**src/rtl/grain32_pkg.sv**
```systemverilog
package grain32_pkg;
    localparam int REG_W     = 128;
    localparam int IV_W      = 96;
    localparam int WORD_W    = 32;
    localparam int MAX_WORDS = (2 * REG_W) / WORD_W;
    localparam int CNT_W     = $clog2(MAX_WORDS) + 1;
    localparam int PAD_W     = REG_W - IV_W;

    typedef logic [REG_W-1:0]  reg_t;
    typedef logic [WORD_W-1:0] word_t;
    typedef logic [CNT_W-1:0]  cnt_t;

    typedef struct packed {
        reg_t nl;   // nonlinear register (key side)
        reg_t ln;   // linear register (IV side)
    } gstate_t;

    function automatic logic lin_fb(input reg_t s, input int k);
        return s[k] ^ s[k+7] ^ s[k+38] ^ s[k+70] ^ s[k+81] ^ s[k+96];
    endfunction

    function automatic logic nl_fb(input reg_t b, input int k);
        return b[k] ^ b[k+26] ^ b[k+56] ^ b[k+91] ^ b[k+96]
             ^ (b[k+3]  & b[k+67]) ^ (b[k+11] & b[k+13])
             ^ (b[k+17] & b[k+18]) ^ (b[k+27] & b[k+59])
             ^ (b[k+40] & b[k+48]) ^ (b[k+61] & b[k+65])
             ^ (b[k+68] & b[k+84]);
    endfunction

    function automatic logic pre_bit(input reg_t b, input reg_t s, input int k);
        logic hv;
        hv = (b[k+12] & s[k+8]) ^ (s[k+13] & s[k+20]) ^ (b[k+95] & s[k+42])
           ^ (s[k+60] & s[k+79]) ^ (b[k+12] & b[k+95] & s[k+95]);
        return hv ^ s[k+93] ^ b[k+2] ^ b[k+15] ^ b[k+36] ^ b[k+45]
             ^ b[k+64] ^ b[k+73] ^ b[k+89];
    endfunction
endpackage

```
**src/rtl/grain32_round.sv**
```systemverilog
module grain32_round
    import grain32_pkg::*;
(
    input  gstate_t cur,
    output word_t   ln_top,
    output word_t   nl_top,
    output word_t   y_word
);
    for (genvar k = 0; k < WORD_W; k++) begin : g_lane
        assign y_word[k] = pre_bit(cur.nl, cur.ln, k);
        assign ln_top[k] = lin_fb(cur.ln, k) ^ y_word[k];
        assign nl_top[k] = cur.ln[k] ^ nl_fb(cur.nl, k) ^ y_word[k];
    end
endmodule

```
**src/rtl/grain32_ctrl.sv**
```systemverilog
module grain32_ctrl
    import grain32_pkg::*;
(
    input  logic clk,
    input  logic rst,
    input  logic load,
    input  cnt_t limit_in,
    output logic busy,
    output logic done,
    output cnt_t step
);
    cnt_t lim_eff;
    cnt_t lim_q;

    assign lim_eff = (limit_in > cnt_t'(MAX_WORDS)) ? cnt_t'(MAX_WORDS) : limit_in;

    always_ff @(posedge clk) begin
        if (rst) begin
            busy  <= 1'b0;
            done  <= 1'b0;
            step  <= '0;
            lim_q <= '0;
        end else if (load) begin
            step  <= '0;
            lim_q <= lim_eff;
            busy  <= (lim_eff != '0);
            done  <= (lim_eff == '0);
        end else if (busy) begin
            step <= step + cnt_t'(1);
            if (step + cnt_t'(1) == lim_q) begin
                busy <= 1'b0;
                done <= 1'b1;
            end
        end
    end


    busy_done_excl_chk: assert property (@(posedge clk) disable iff (rst)
        !(busy && done));


    done_origin_chk: assert property (@(posedge clk) disable iff (rst)
        $rose(done) |-> ($past(busy) || $past(load)));


    step_adv_chk: assert property (@(posedge clk) disable iff (rst)
        (busy && !load) |=> (step == $past(step) + cnt_t'(1)));


    step_bound_chk: assert property (@(posedge clk) disable iff (rst)
        busy |-> (step < cnt_t'(MAX_WORDS)));
endmodule

```
**src/rtl/grain32_core.sv**
```systemverilog
module grain32_core
    import grain32_pkg::*;
(
    input  logic                clk,
    input  logic                rst,
    input  logic                load,
    input  logic [REG_W-1:0]    key,
    input  logic [IV_W-1:0]     iv,
    input  logic [CNT_W-1:0]    round_words,
    output logic                busy,
    output logic                done,
    output logic [CNT_W-1:0]    step,
    output logic [WORD_W-1:0]   pre_word
);
    gstate_t st_q;
    word_t   ln_top;
    word_t   nl_top;

    grain32_ctrl i_ctrl (
        .clk      (clk),
        .rst      (rst),
        .load     (load),
        .limit_in (round_words),
        .busy     (busy),
        .done     (done),
        .step     (step)
    );

    grain32_round i_round (
        .cur    (st_q),
        .ln_top (ln_top),
        .nl_top (nl_top),
        .y_word (pre_word)
    );

    always_ff @(posedge clk) begin
        if (rst) begin
            st_q <= '0;
        end else if (load) begin
            st_q.nl <= key;
            st_q.ln <= {{PAD_W{1'b1}}, iv};
        end else if (busy) begin
            st_q.nl <= {nl_top, st_q.nl[REG_W-1:WORD_W]};
            st_q.ln <= {ln_top, st_q.ln[REG_W-1:WORD_W]};
        end
    end


    load_fill_chk: assert property (@(posedge clk) disable iff (rst)
        load |=> (st_q.nl == $past(key)) && (st_q.ln[IV_W-1:0] == $past(iv))
                 && (st_q.ln[REG_W-1:IV_W] == {PAD_W{1'b1}}));


    done_hold_chk: assert property (@(posedge clk) disable iff (rst)
        (done && !load) |=> $stable(st_q));


    reset_idle_chk: assert property (@(posedge clk)
        rst |=> (!busy && !done && st_q == '0));
endmodule

```
**config.mk**
```make
export PLATFORM = sky130hd
export DESIGN_NAME = grain32_core
export DESIGN_NICKNAME = d
export VERILOG_FILES = /design/src/rtl/grain32_pkg.sv /design/src/rtl/grain32_round.sv /design/src/rtl/grain32_ctrl.sv /design/src/rtl/grain32_core.sv
export SDC_FILE = /design/constraint.sdc
export NUM_CORES = 1
export LEC_CHECK = 0
export CORE_MARGIN = 8
export CORE_UTILIZATION = 25
export CTS_BUF_LIST = sky130_fd_sc_hd__clkbuf_8
export DETAILED_ROUTE_END_ITERATION = 12
export SLEW_MARGIN = 30
export SYNTH_ARGS = -nofsm -noshare
export SYNTH_HDL_FRONTEND = slang
export SYNTH_SLANG_ARGS = --single-unit
```
**constraint.sdc**
```tcl
create_clock -name clk -period 6.4 [get_ports clk]
set_input_delay 1.28 -clock clk [delete_from_list [all_inputs] [get_ports clk]]
set_output_delay 1.28 -clock clk [all_outputs]
set_load 0.005 [all_outputs]
```
After elaboration in Yosys (flattened, before gate mapping)
Index checks and enable logic that the tools add are counted.
{"block": "word_totals", "word_cells": 1432, "ram_bits": 0, "latchBits": 0, "mem_bits_ro": 0, "in_bits": 231, "out_inout_bits": 38, "n_memories": 0, "regBits": 266}
{"block": "op_classes", "div": 0, "n_bitwise": 1408, "multipliers": 0, "n_lt_le_gt_ge": 1, "n_addsub": 1, "n_eq_ne": 1, "shifts": 0, "reduce_logical": 6, "mux": 9}
{"operator": "$xor 1x1->1", "n": 992}
{"operator": "$mux 256", "n": 2}
{"operator": "$and 1x1->1", "n": 416}
{"operator": "$mux 1", "n": 6}
{"operator": "$add 4x1->4 const B", "n": 1}
{"operator": "$eq 4x4->1", "n": 1}
{"operator": "$gt 4x4->1 const B", "n": 1}
{"operator": "$logic_not 4->1", "n": 1}
{"operator": "$mux 4", "n": 1}
{"operator": "$reduce_bool 2->1", "n": 2}
{"operator": "$reduce_bool 4->1", "n": 1}
{"operator": "$reduce_and 2->1", "n": 1}
{"operator": "$reduce_or 2->1", "n": 1}

Longest topological paths before layout
{"block": "logic_depth", "depth_word": 16, "depth_mapped": 8, "depth_no_buf": 7}

Cells and area by module
From an unflattened synthesis, not the netlist that was laid out.
{"block": "hier_totals", "hier_cells": 2528, "area_unflattened_um2": 23466.3}
{"module": "grain32_core", "seq_area_each_um2": 5124.9, "area_each_um2": 11777.5, "n_inst": 1, "cells_per_inst": 1103}
{"module": "grain32_round", "seq_area_each_um2": 0.0, "area_each_um2": 11205.7, "n_inst": 1, "cells_per_inst": 1373}
{"module": "grain32_ctrl", "seq_area_each_um2": 200.2, "area_each_um2": 483.0, "n_inst": 1, "cells_per_inst": 52}

Worst setup path after synthesis
No wires, ideal clock.
{"block": "synth_path", "kind": "register to output", "start": "register st_q[201] (netlist name)", "end": "output pre_word[0]", "slack_ns": 3.586, "arrival_time_ns": 1.534, "n_path_buf": 1, "t_required_ns": 5.120, "stages_incl_launch_ff": 7, "path_cell_list": "dfxtp_1 > buf_2 > xnor2_2 > xor2_1 > xnor3_1 > xnor2_1 > xnor2_1"}
{"block": "synth_via", "elab_chain_cells": 2}
{"element": "start: declaration", "line_no": "grain32_core.sv:15", "rtl": "gstate_t st_q;"}
{"element": "$xor 1x1->1 (2 in a row)", "line_no": "grain32_pkg.sv:35", "rtl": "^ b[k+64] ^ b[k+73] ^ b[k+89];"}
{"element": "end: declaration", "line_no": "grain32_core.sv:13", "rtl": "output logic [WORD_W-1:0] pre_word"}
No other way between the ends.

Final worst setup path
{"block": "layout_path", "start": "register st_q[223] (netlist name)", "end": "output pre_word[22]"}
Same word-level chain as after synthesis.

==> reports/metrics.csv <==
metric;value;unit
yosys.area_share.simple;0.154;
viasPerCell;5.14;
port_buffers;268;
yosysTopAreaCellShare;0.234;
nets;3272;
worstSetupPathType;reg -> out;
setup_violations;0;
num_rows;112;
finalSetupTns;0;ns
synthCells;2888;
maxSlewViolCount;0;
drive_gt1_frac;0.0613;
finClkSkew;0.0335;ns
grt_pass1_wl;177;mm
dieArea;105000;sq um
max_stage_delay;0.93;ns
crit_chain;buf_4, xnor2_1, xnor2_1, xnor2_1, xnor2_1, clkdlybuf4s50_1;
multi_input_area;17100;sq um
synth_nets;3139;
timing.final.hold_violations;0;
synthAdderAreaFrac;0.0106;
clockBufferDepth;3;
cpMaxStageDelayCell;dfxtp_1;
grt_usage;0.243;
cts_max_level;2;
synth_top_cell_by_area;xnor2_1;
core-area;93500;sq um
initial_core_util;0.253;
die_y;323;um
relSlewSlack;0.324;
grt_pass1_vias;21100;
insertion_delay;0.68;ns
period_needed;5.39;ns
postCtsSetupRepairBufs;0;
area_delta_synth_final;20.7;%
io_pins;269;
path_clk_slew;0.06;ns
synth_compound_area_frac;0.0942;
post_cts_resized;0;
critPathCaptureType;output port;
die_w;323;um
holdWs;0.518;ns
cellPowerDensity;305;nW/um^2
synth-edff-count;0;
yosys_warnings;0;
drt-total-wl;132;mm
power;8700;uW
ant_nets;0;
status;finished clean;
grt-ovfl-total;0;
fmax;0.185;GHz
syn_area_per_cell;8.18;sq um
crit_fanout;9;
drt_pass1_iterations;5;
required;5.12;ns
antenna_found_initial;7;
synth_top_family_by_area;XOR/XNOR gates;
fin_crit_sh;0.842;
p_leak;0.0107;uW
synth_mux_area_frac;0.0831;
vias;22100;
ys_ff_latch;266;
synth_cell_types;54;
synthTopCellsByArea;xnor2_1 (23%), dfxtp_1 (23%), mux2i_1 (8.3%), xnor3_1 (7.9%), nor2_1 (6.8%);
cts_made_buffers;54;
clockRootBuffer;clkbuf_8;
cap_viol_max_count;0;
arrival;4.11;ns
drt_iter0_markers;3175;
synth-xor-area-share;0.381;
postCtsHoldBufs;0;
hpwl;101;mm
hold_class;reg -> reg;
cts.sinks;266;
startpoint_type;flip-flop;
drc;0;
fillers;10000;
grt_max_degree;162;
post_drt_wl_per_cell;30.6;um
path_common_cell;xnor2_1;
synthFlopType;dfxtp_1;
ys_seq_area_frac;0.226;
rsz0062_at_grt;no;
gp_congestion;1.07;
cts_tree;built;
tightest_slew;1.01;ns
seqCellArea;5330;sq um
syn-cell-area;23600;sq um
synthArstFlopShare;0;
vdd_drop_max;0.155;mV
## registers in the layout, indices dropped and copies added (netlist names)
name          count
i_ctrl.done       1
i_ctrl.lim_q      4
st_q            256
i_ctrl.busy       1
i_ctrl.step       4
## cell families after synthesis
kind of cell	Yosys count
AOI/OAI and AO/OA	376
muxes	196
and+or+nand+nor	872
DFF	266
adders and majority gates	20
buffers and inverters	288
xor gates and xnor gates	870
## path summary, 6_finish.rpt
kind / startpoint / to / slack (ns) / depth (start not counted)
setup / recovery: st_q[223] / pre_word[22] / 1.01 / 6
hold / removal: i_ctrl.lim_q[3] / i_ctrl.lim_q[3] / 0.52 / 2
setup reg to reg: st_q[166] / st_q[236] / 3.17 / 6
hold reg to reg: i_ctrl.lim_q[3] / i_ctrl.lim_q[3] / 0.52 / 2
## cell usage after synthesis, types with 8 or more instances
library cell,n
a211oi_1,15
a21bo_2,8
a21boi_0,12
a21oi_1,222
a22oi_1,19
a311oi_1,9
a31oi_1,9
and3_1,14
and3b_1,14
buf_1,24
buf_2,74
clkbuf_1,166
dfxtp_1,266
ha_1,20
inv_1,13
mux2i_1,196
nand2_1,327
nand3_1,13
nand3b_1,11
nor2_1,425
nor2b_1,8
nor3_1,22
nor4b_1,12
o21a_1,13
o21ai_0,24
o22ai_1,25
o2bb2ai_1,8
xnor2_1,631
xnor2_2,9
xnor3_1,83
xor2_1,136
xor3_1,9
## cells in the final DEF (no fill, tap or decap), types with 14 or more instances in the layout
cell type        netlist  layout
a22oi_1               19      19
a21oi_1              222     222
nor3_1                22      22
nor2_1               425     425
a211oi_1              15      15
xnor2_1              631     631
o21ai_0               24      24
inv_1                 13      25
nand2_1              327     327
and3b_1               14      14
dfxtp_1              266     265
o22ai_1               25      25
ha_1                  20      20
mux2i_1              196     196
buf_4                  7      80
xor2_1               136     136
clkdlybuf4s50_1        0     266
xnor3_1               83      83
clkbuf_8               0      66
and3_1                14      14
## final cells by class
cell class	instances	share of cell area
Antenna cell	1	0.0000878
Timing Repair Buffer	351	0.118
Tap cell	1254	0.0550
Clock inverter	23	0.00829
Inverter	14	0.00184
Multi-Input combinational cell	2334	0.599
Sequential cell	266	0.187
Clock buffer	65	0.0314
## per-stage QoR
stage | setup WS, ns | util | cell area (sq um) | instances
5_1_grt | 1.10 | 0.305 | 28500 | 4308
2_1_floorplan | 3.59 | - | 23600 | 2888
3_5_place_dp | 1.88 | 0.293 | 27300 | 4218
6_report | 1.01 | 0.305 | 28500 | 4308
3_3_place_gp | 1.89 | 0.293 | 27300 | 4218
4_1_cts | 1.17 | 0.305 | 28500 | 4306
## per-layer routing
metal  vias up  GRT usage  part of all wire
met1     10700      0.310              0.40
met2      1418      0.384              0.44
met5         -          0           0.00035
met3       382     0.0545              0.10
li1       9661          -                 -
met4         8      0.121             0.062
## worst max-delay path: cells and delay by family, from the launching register on
family | cells | cell delay (ns)
flip-flops | 1 | 0.93
buffers and inverters | 2 | 1.03
XOR/XNOR | 4 | 1.47
## power breakdown
group | leakage, uW | switching, uW | internal [uW]
Sequential | 0.00220 | 536 | 1800
Combinational | 0.00789 | 2250 | 2150
Clock | 0.000628 | 856 | 1110
Total | 0.0107 | 3640 | 5060
(Power assumes the default switching activity.)
